[src/rtl/ctx_xfer_pkg.sv]
package ctx_xfer_pkg;

   localparam int WORD_W    = 32;
   localparam int NUM_REGS  = 16;
   localparam int NUM_WORDS = NUM_REGS + 1;
   localparam int CTX_W     = NUM_WORDS * WORD_W;

   typedef enum logic {
      OP_RESTORE = 1'b0,
      OP_SAVE    = 1'b1
   } xfer_op_e;

   // Transfer slot s -> word index in the flat context vector.
   // Slots 0..NUM_REGS-1 walk the general registers downward; the last slot is the PC.
   function automatic int slot_word(input int s);
      if (s < NUM_REGS) return NUM_REGS - 1 - s;
      return NUM_WORDS - 1;
   endfunction

endpackage

[src/rtl/ctx_xfer_seq.sv]
module ctx_xfer_seq
   import ctx_xfer_pkg::*;
#(
   parameter int BEATS = 9,
   parameter int BW    = 4
) (
   input  logic          clk,
   input  logic          rst_n,
   input  logic          cmd_valid,
   input  logic          cmd_save,
   output logic          accept,
   output logic          busy,
   output logic          save_op,
   output logic          issue,
   output logic [BW-1:0] beat,
   output logic          cap_valid,
   output logic [BW-1:0] cap_beat,
   output logic          restore_last,
   output logic          finish,
   output logic          refused
);

   localparam int CW = $clog2(BEATS + 1);
   localparam logic [CW-1:0] CNT_END  = CW'(BEATS);
   localparam logic [CW-1:0] CNT_LAST = CW'(BEATS - 1);
   localparam logic [BW-1:0] CAP_LAST = BW'(BEATS - 1);

   logic          busy_q;
   xfer_op_e      op_q;
   logic [CW-1:0] cnt_q;
   logic          cap_q;
   logic [BW-1:0] cap_beat_q;
   logic          refused_q;
   logic          save_last;

   assign accept       = cmd_valid && !busy_q;
   assign issue        = busy_q && (cnt_q < CNT_END);
   assign beat         = cnt_q[BW-1:0];
   assign save_last    = issue && (op_q == OP_SAVE) && (cnt_q == CNT_LAST);
   assign restore_last = busy_q && (op_q == OP_RESTORE) && cap_q && (cap_beat_q == CAP_LAST);
   assign finish       = save_last || restore_last;
   assign busy         = busy_q;
   assign save_op      = (op_q == OP_SAVE);
   assign cap_valid    = cap_q;
   assign cap_beat     = cap_beat_q;
   assign refused      = refused_q;

   always_ff @(posedge clk or negedge rst_n) begin
      if (!rst_n) begin
         busy_q     <= 1'b0;
         op_q       <= OP_RESTORE;
         cnt_q      <= '0;
         cap_q      <= 1'b0;
         cap_beat_q <= '0;
         refused_q  <= 1'b0;
      end else begin
         refused_q  <= cmd_valid && busy_q;
         cap_q      <= issue && (op_q == OP_RESTORE);
         cap_beat_q <= cnt_q[BW-1:0];
         if (accept) begin
            busy_q <= 1'b1;
            op_q   <= cmd_save ? OP_SAVE : OP_RESTORE;
            cnt_q  <= '0;
         end else begin
            if (finish) busy_q <= 1'b0;
            if (issue)  cnt_q  <= cnt_q + 1'b1;
         end
      end
   end

endmodule

[src/rtl/ctx_beat_pack.sv]
module ctx_beat_pack
   import ctx_xfer_pkg::*;
#(
   parameter int BUS_W = 64,
   parameter int BW    = 4
) (
   input  logic [CTX_W-1:0] ctx,
   input  logic [BW-1:0]    beat,
   output logic [BUS_W-1:0] data
);

   localparam int WPB = BUS_W / WORD_W;

   for (genvar j = 0; j < WPB; j++) begin : g_lane
      logic [WORD_W-1:0] lane;
      always_comb begin
         lane = '0;
         if (int'(beat) * WPB + j < NUM_WORDS)
            lane = ctx[slot_word(int'(beat) * WPB + j) * WORD_W +: WORD_W];
      end
      assign data[BUS_W - WORD_W * (j + 1) +: WORD_W] = lane;
   end

endmodule

[src/rtl/ctx_beat_unpack.sv]
module ctx_beat_unpack
   import ctx_xfer_pkg::*;
#(
   parameter int BUS_W = 64,
   parameter int BW    = 4
) (
   input  logic [CTX_W-1:0] ctx_in,
   input  logic             en,
   input  logic [BW-1:0]    beat,
   input  logic [BUS_W-1:0] data,
   output logic [CTX_W-1:0] ctx_out
);

   localparam int WPB = BUS_W / WORD_W;

   always_comb begin
      ctx_out = ctx_in;
      if (en) begin
         for (int j = 0; j < WPB; j++) begin
            if (int'(beat) * WPB + j < NUM_WORDS)
               ctx_out[slot_word(int'(beat) * WPB + j) * WORD_W +: WORD_W] =
                  data[BUS_W - WORD_W * (j + 1) +: WORD_W];
         end
      end
   end

endmodule

[src/rtl/ctx_xfer_engine.sv]
module ctx_xfer_engine
   import ctx_xfer_pkg::*;
#(
   parameter int BUS_W   = 64,
   parameter int THREADS = 4,
   localparam int WPB    = BUS_W / WORD_W,
   localparam int BEATS  = (NUM_WORDS + WPB - 1) / WPB,
   localparam int DEPTH  = THREADS * BEATS,
   localparam int ADDR_W = (DEPTH > 1) ? $clog2(DEPTH) : 1,
   localparam int TID_W  = (THREADS > 1) ? $clog2(THREADS) : 1
) (
   input  logic              clk,
   input  logic              rst_n,
   input  logic              cmd_valid,
   input  logic              cmd_save,
   input  logic [TID_W-1:0]  cmd_tid,
   input  logic [CTX_W-1:0]  ctx_in,
   output logic              busy,
   output logic              done,
   output logic              refused,
   output logic [CTX_W-1:0]  ctx_out,
   output logic              mem_en,
   output logic              mem_we,
   output logic [ADDR_W-1:0] mem_addr,
   output logic [BUS_W-1:0]  mem_wdata,
   input  logic [BUS_W-1:0]  mem_rdata
);

   localparam int BW = (BEATS > 1) ? $clog2(BEATS) : 1;

   if (BUS_W < WORD_W || (BUS_W % WORD_W) != 0) begin : g_bad_bus
      $error("BUS_W must be a positive multiple of the word width");
   end
   if (BUS_W > CTX_W) begin : g_wide_bus
      $error("BUS_W wider than one full context");
   end
   if (THREADS < 1) begin : g_bad_thr
      $error("THREADS must be at least one");
   end

   logic              accept;
   logic              save_op;
   logic              issue;
   logic [BW-1:0]     beat;
   logic              cap_valid;
   logic [BW-1:0]     cap_beat;
   logic              restore_last;
   logic              finish;
   logic [TID_W-1:0]  tid_q;
   logic [CTX_W-1:0]  stage_q;
   logic [CTX_W-1:0]  stage_nxt;
   logic [CTX_W-1:0]  ctx_out_q;
   logic              done_q;
   logic [BUS_W-1:0]  packed_beat;

   ctx_xfer_seq #(.BEATS(BEATS), .BW(BW)) u_seq (
      .clk          (clk),
      .rst_n        (rst_n),
      .cmd_valid    (cmd_valid),
      .cmd_save     (cmd_save),
      .accept       (accept),
      .busy         (busy),
      .save_op      (save_op),
      .issue        (issue),
      .beat         (beat),
      .cap_valid    (cap_valid),
      .cap_beat     (cap_beat),
      .restore_last (restore_last),
      .finish       (finish),
      .refused      (refused)
   );

   ctx_beat_pack #(.BUS_W(BUS_W), .BW(BW)) u_pack (
      .ctx  (stage_q),
      .beat (beat),
      .data (packed_beat)
   );

   ctx_beat_unpack #(.BUS_W(BUS_W), .BW(BW)) u_unpack (
      .ctx_in  (stage_q),
      .en      (cap_valid),
      .beat    (cap_beat),
      .data    (mem_rdata),
      .ctx_out (stage_nxt)
   );

   if (BEATS == 1) begin : g_addr_single
      assign mem_addr = ADDR_W'(tid_q);
   end else begin : g_addr_multi
      assign mem_addr = ADDR_W'(tid_q) * ADDR_W'(BEATS) + ADDR_W'(beat);
   end

   assign mem_en    = issue;
   assign mem_we    = issue && save_op;
   assign mem_wdata = (issue && save_op) ? packed_beat : '0;
   assign done      = done_q;
   assign ctx_out   = ctx_out_q;

   always_ff @(posedge clk or negedge rst_n) begin
      if (!rst_n) begin
         tid_q     <= '0;
         stage_q   <= '0;
         ctx_out_q <= '0;
         done_q    <= 1'b0;
      end else begin
         done_q <= finish;
         if (accept) tid_q <= cmd_tid;
         if (accept && cmd_save) stage_q <= ctx_in;
         else if (cap_valid)     stage_q <= stage_nxt;
         if (restore_last) ctx_out_q <= stage_nxt;
      end
   end

endmodule

[config.mk]
export PLATFORM = sky130hd
export DESIGN_NAME = ctx_xfer_engine
export DESIGN_NICKNAME = d
export VERILOG_FILES = /design/src/rtl/ctx_xfer_pkg.sv /design/src/rtl/ctx_xfer_seq.sv /design/src/rtl/ctx_beat_pack.sv /design/src/rtl/ctx_beat_unpack.sv /design/src/rtl/ctx_xfer_engine.sv
export SDC_FILE = /design/constraint.sdc
export NUM_CORES = 2
export LEC_CHECK = 0
export ABC_AREA = 1
export CAP_MARGIN = 20
export CORE_MARGIN = 8
export CORE_UTILIZATION = 25
export DETAILED_ROUTE_END_ITERATION = 10
export DONT_BUFFER_PORTS = 1
export GPL_TIMING_DRIVEN = 1
export PLACE_DENSITY = 0.34
export SYNTH_ARGS = -nofsm -noshare
export SYNTH_HDL_FRONTEND = slang
export SYNTH_SLANG_ARGS = --single-unit
[constraint.sdc]
create_clock -name clk -period 3.6 [get_ports clk]
set_input_delay 0.54 -clock clk [delete_from_list [all_inputs] [get_ports clk]]
set_output_delay 0.54 -clock clk [all_outputs]
set_load 0.02 [all_outputs]
# --- Word-level counts from Yosys, hierarchy flattened ---
# Cells that the tools add are included.
word_totals:
  input_bits: 614
  register_bits: 1103
classes:
  muxes: 40
  reduce_logical: 15
  shift: 6
  n_mul: 1
  addsub: 10
  eq_ne: 2
  n_lt_le_gt_ge: 9
  n_bitwise: 1
op_table:
  columns: ["op", "count"]
  rows:
  - ["544-bit 2-to-1 mux", 6]
  - ["544-bit bitwise mux", 2]
  - ["32-bit by 33-bit variable shift with 544-bit output, first input constant", 2]
  - ["32-bit by 33-bit variable part select with 544-bit output", 2]
  - ["544-bit by 32-bit variable part select with 32-bit output", 2]
  - ["27-bit 2-to-1 mux", 14]
  - ["32-bit by 6-bit < comparator with 1-bit output, second input constant", 4]
  - ["32-bit negation with 33-bit output", 2]
  - ["32-bit 2-to-1 mux", 2]
  - ["64-bit 2-to-1 mux", 1]
  - ["5-bit < comparator, second input constant", 4]
  - ["4-bit by 6-bit subtractor with 7-bit output, first input constant", 2]
  - ["1-bit 2-to-1 mux", 13]
  - ["5-bit by 1-bit adder with 6-bit output, second input constant", 2]
  - ["4-bit by 5-bit subtractor with 6-bit output, first input constant", 2]
  - ["1-bit logical AND", 10]
  - ["4-bit == test, second input constant", 2]
  - ["4-bit 2-to-1 mux", 2]
  - ["6-bit by 4-bit adder with 6-bit output", 1]
  - ["2-bit by 4-bit multiplier with 6-bit output, second input constant", 1]
  - ["2-bit nonzero test", 3]
  - ["4-bit by 1-bit adder with 4-bit output, second input constant", 1]
  - ["4-bit < comparator, second input constant", 1]
  - ["1-bit logical NOT", 1]
  - ["other kinds (2)", 2]

# --- Longest topological paths before layout ---
depth:
  word_depth: 17
  ltp_mapped: 17
  ltp_nobuf: 14

# --- By module ---
# A second synthesis with hierarchy kept.
unflattened:
  cells_unflattened: 9960
  hier_area_um2: 66120.9
modules_own_cells:
  columns: ["module", "seq_area_each_um2", "area_each_um2", "cells_per_inst", "n_inst"]
  rows:
  - ["ctx_xfer_engine", 27301.2, 51236.6, 6632, 1]
  - ["ctx_beat_unpack", 0.0, 8549.4, 1916, 1]
  - ["ctx_beat_pack", 0.0, 5801.8, 1350, 1]
  - ["ctx_xfer_seq", 300.3, 533.0, 62, 1]

# --- Least setup slack after synthesis ---
# No wires, ideal clock.
synth_timing:
  path_kind: "reg2out"
  from: "reg u_seq.cnt_q[0] (netlist: u_seq.beat[0])"
  to: "out mem_wdata[27]"
  setup_slack_ns: 0.645
  t_required_ns: 3.060
  stages_incl_launch_ff: 11
  arrival_ns: 2.415
  cell_sequence: "dfrtp_1 -> clkinv_1 -> clkbuf_1 -> ha_1 -> nand2_1 -> nand2_1 -> nand2_1 -> nor2_1 -> nand2_1 -> clkbuf_1 -> a211oi_1"
synth_via:
  elab_chain_cells: 9
  word_cells_on_any_way: 15
  classes_between: "add/sub (2); order compare (3); shift (1); mux (7); reduce/logical (2)"
synth_rtl:
  columns: ["item", "line", "source"]
  rows:
  - ["from (decl)", "ctx_xfer_seq.sv:30", "logic [CW-1:0] cnt_q;"]
  - ["from (signal assigned)", "ctx_xfer_seq.sv:66", "if (issue) cnt_q <= cnt_q + 1'b1;"]
  - ["5-bit by 1-bit adder with 6-bit output", "ctx_beat_pack.sv:18, ctx_beat_pack.sv:19", null]
  - ["32-bit by 6-bit < comparator with 1-bit output", "ctx_xfer_pkg.sv:16", "if (s < NUM_REGS) return NUM_REGS - 1 - s;"]
  - ["1-bit 2-to-1 mux", "ctx_xfer_pkg.sv:16", null]
  - ["1-bit 2-to-1 mux", "ctx_beat_pack.sv:18", "if (int'(beat) * WPB + j < NUM_WORDS)"]
  - ["27-bit 2-to-1 mux", "ctx_xfer_pkg.sv:17", "return NUM_WORDS - 1;"]
  - ["27-bit 2-to-1 mux", "ctx_beat_pack.sv:18", null]
  - ["544-bit by 32-bit variable part select with 32-bit output", "ctx_beat_pack.sv:19", "lane = ctx[slot_word(int'(beat) * WPB + j) * WORD_W +: WORD_W];"]
  - ["32-bit 2-to-1 mux", "ctx_beat_pack.sv:18", null]
  - ["64-bit 2-to-1 mux (*)", "ctx_xfer_engine.sv:95", "assign mem_wdata = (issue && save_op) ? packed_beat : '0;"]
  - ["to (decl)", "ctx_xfer_engine.sv:25", "output logic [BUS_W-1:0] mem_wdata,"]
# Mark *: on every way between the ends. The rest lies on a longest branch, timed or not. The select of a mux whose other input is x is not followed.

# --- Worst setup path after layout ---
layout_timing:
  from: "reg u_seq.cnt_q[0] (netlist: u_seq.beat[0])"
  to: "out mem_wdata[41]"
layout_via:
  elab_chain_cells: 8
  word_cells_on_any_way: 14
  classes_between: "add/sub (1); order compare (3); shift (1); mux (7); reduce/logical (2)"
layout_rtl:
  columns: ["item", "line"]
  rows:
  - ["5-bit < comparator", "ctx_xfer_pkg.sv:16"]
  - ["1-bit 2-to-1 mux", "ctx_xfer_pkg.sv:16"]
  - ["1-bit 2-to-1 mux", "ctx_beat_pack.sv:18"]
  - ["27-bit 2-to-1 mux", "ctx_xfer_pkg.sv:17"]
  - ["27-bit 2-to-1 mux", "ctx_beat_pack.sv:18"]
  - ["544-bit by 32-bit variable part select with 32-bit output", "ctx_beat_pack.sv:19"]
  - ["32-bit 2-to-1 mux", "ctx_beat_pack.sv:18"]
  - ["64-bit 2-to-1 mux (*)", "ctx_xfer_engine.sv:95"]
# Marked as above.

==> results_dict.tcl <==
set metrics [dict create \
    power_w 0.0293 \
    rows 168 \
    grt-ovfl-total 0 \
    antenna_found_initial 130 \
    grt_usage 0.325 \
    worstSetupPathDepth 10 \
    crit_top_cell "buf_4" \
    fin_crit_sh 0.990 \
    p_leak_nw 32.8 \
    layout.nets 8171 \
    first_pass_iters 6 \
    fp.dieH_um 476 \
    grt_pass1_vias 53200 \
    critical-path-max-stage-delay_ns 0.56 \
    yosysTopAreaCellShare 0.522 \
    fin_util 0.338 \
    start_kind "flop" \
    ys.flop_type "dfrtp_1" \
    placed_cell_area_um2 57600 \
    clk_latency_ns 0.81 \
    htreeDepth 4 \
    clockBufferDepth 3 \
    async_flop_share 1.00 \
    final_common_cell "nand2_1" \
    hold_start "ctx_in[28]" \
    cts_buffers 146 \
    io_buffers 0 \
    fmaxAchievable_ghz 0.281 \
    crit_family "buffers and inverters" \
    hold_depth 2 \
    yosysUniqueCellTypes 49 \
    yosysTopAreaCell "dfrtp_1" \
    fillers 22500 \
    hold_viol_final 0 \
    setup_tns_ns 0 \
    drc 0 \
    synth_seq_cells 1103 \
    dieArea_um2 226000 \
    slew_headroom 0.0555 \
    mostFrequentLayoutCells "2362 x nand2_1, 1100 x dfrtp_1, 1059 x o21ai_0" \
    initial_core_util 0.252 \
    power_density_nw_per_um2 412 \
    syn_avg_cell_area_um2 7.72 \
    num_vias 53800 \
    register_area_um2 27600 \
    synth_edf_count 0 \
    cts.sinks 1103 \
    critPathLaunch "u_seq.beat[0]" \
    setup_viol 0 \
    yosysSeqAreaShare 0.522 \
    area_growth_pct 34.3 \
    top_level_ports 1233 \
    synthTopCellsByArea "dfrtp_1 52%, nand2_1 17%, o21ai_0 10%" \
    crit_buf_inv 5 \
    r2r_cells 12 \
    fin_crit_ns 3.56 \
    cts_tree "built" \
    cp.arrival_ns 3.02 \
    tightestPinTransition_ns 1.42 \
    fin_worst_skew_ns 0.0356 \
    hold_class "input pin to flop" \
    holdWs_ns 0.0499 \
    die_x_um 476 \
    syn_nets 7474 \
    synthCells 6848 \
    wl_per_cell_um 36.7 \
    r2r-start "u_seq.cap_beat[3]" \
    path_cells "nor2_4, buf_12, buf_16, buf_4, clkbuf_16, a22o_2, nand2_2, nand3_1, buf_4, o211a_4" \
    clk_pin_slew_ns 0.06 \
    place_congestion 0.909 \
    syn_area_um2 52900 \
    design_area_um2 71000 \
    routed_wirelength_um 387000 \
    rsz0062_at_grt "yes" \
    via_per_inst 5.10 \
    grt_pass1_wl_um 502000 \
    grt_max_degree 223 \
    path_max_fanout 11 \
    ys_warn_count 0 \
    cap_violations 0 \
    drt_iter0_drc 5202 \
    drive_gt1_frac 0.0979 \
    multi_input_area_um2 22300 \
    cts_root_buf "clkbuf_16" \
    detailedPlacementHpwl_um 289000 \
    final_antenna_net_count 0 \
    slowest_stage "dfrtp_4" \
    status "complete, no violations" \
    ir_drop_mv 0.463 \
    endpoint_kind "primary output" \
    cp.required_ns 3.06 \
    critical_path_class "flop to primary output" \
    core_um2 210000 \
    drv_slew 0 \
]
[state kept, by name (all words and copies together), names as in the netlist]
signal,count
ctx_out,544
stage_q,544
u_seq.beat,4
u_seq.cap_beat,4
tid_q,2
done,1
u_seq.busy,1
u_seq.cap_valid,1
u_seq.refused,1
u_seq.save_op,1
[synthesized netlist by cell type (2+ instances only)]
master and instances:
dfrtp_1 1103, nand3_2 4, ha_1 11, nand2_1 2387
a31oi_1 12, o2111ai_1 2, nand2_4 2, o221ai_1 25
clkbuf_1 326, o31ai_1 4, nand3_1 343, nor3_1 35
a211oi_1 15, buf_2 116, nand2_2 6, nor2_4 5
o21ai_1 248, inv_2 16, o211a_1 8, buf_6 7
a221oi_1 3, a22oi_1 3, nand4_1 9, buf_1 46
and3_1 2, inv_1 391, o21ai_2 9, nor2_1 262
o211ai_1 15, inv_4 3, a21oi_1 280, nor3_4 3
o21bai_1 2, o22ai_1 5, a22o_1 44, o21ai_0 1080
clkinv_1 4
[worst register-to-register path: stages, from the launching register on]
cell	delay (ns)
dfrtp_1	0.53
nor2_8	0.29
inv_4	0.07
ha_2	0.35
buf_4	0.50
nor2_4	0.11
nand3_2	0.16
buf_6	0.41
nand3_1	0.17
nand2_1	0.11
nand2_1	0.05
nand2_1	0.08
dlygate4sd3_1	0.55
[layer usage]
| metal | global-route usage | routed length [um] | share of wire |
|---|---|---|---|
| met2 | 0.569 | 189000 | 0.49 |
| met3 | 0.0942 | 32200 | 0.083 |
| met4 | 0.160 | 24300 | 0.063 |
| met1 | 0.362 | 141000 | 0.36 |
| met5 | 0 | 374 | 0.00097 |
[metrics by stage]
step / worst slack [ns] / instances
final: 0.0353 / 10500
after CTS: -0.0701 / 10400
after floorplan: 0.645 / 6848
after global routing: -0.0571 / 10500
after global placement: -0.404 / 9471
after detailed placement: -0.394 / 9471
[area by class of cell]
class / count / share of cell area
Tap cell: 2805 / 0.0494
Clock inverter: 40 / 0.00925
Sequential cell: 1103 / 0.389
Antenna cell: 88 / 0.00310
Clock buffer: 217 / 0.0605
Timing Repair Buffer: 1044 / 0.153
Multi-Input combinational cell: 4836 / 0.313
Inverter: 414 / 0.0226
[cells by family (layout without fill, tap and decap cells)]
kind of cell    Yosys count  count (layout)  synth area share
flops                  1103            1103             0.522
buf+inv                 910            1715            0.0686
compound gates         1756            1756             0.175
other cells               0              88                 0
fa+ha+maj                12              12           0.00298
xor+xnor                  2               2          0.000331
simple gates           3065            3066             0.231
[report_power, final]
group | leakage [nW] | switching (W) | internal [W] | total, W
Combinational | 18.5 | 0.000815 | 0.000500 | 0.00131
Clock | 2.41 | 0.00641 | 0.00909 | 0.0155
Sequential | 11.8 | 0.0000221 | 0.0124 | 0.0125
Total | 32.8 | 0.00724 | 0.0220 | 0.0293
[path summary, 6_finish.rpt]
kind,endpoint,slack [ns]
max in group asynchronous,ctx_out[225],0.48
max,mem_wdata[41],0.04
max reg2reg,stage_q[528],0.19
min reg2reg,u_seq.cap_valid,0.42
min,stage_q[28],0.05
min in group asynchronous,ctx_out[211],0.49
[repair_timing]
item | CTS | global route
cloned | 5 | 11
resized for setup | 91 | 91
pin swaps | 7 | 5
buffers inserted | 9 | 15
setup endpoints to repair | 67 | 80
hold endpoints to repair | 754 | 77
hold buffers | 688 | 3
Note: power is estimated with default switching activity, not from simulation.
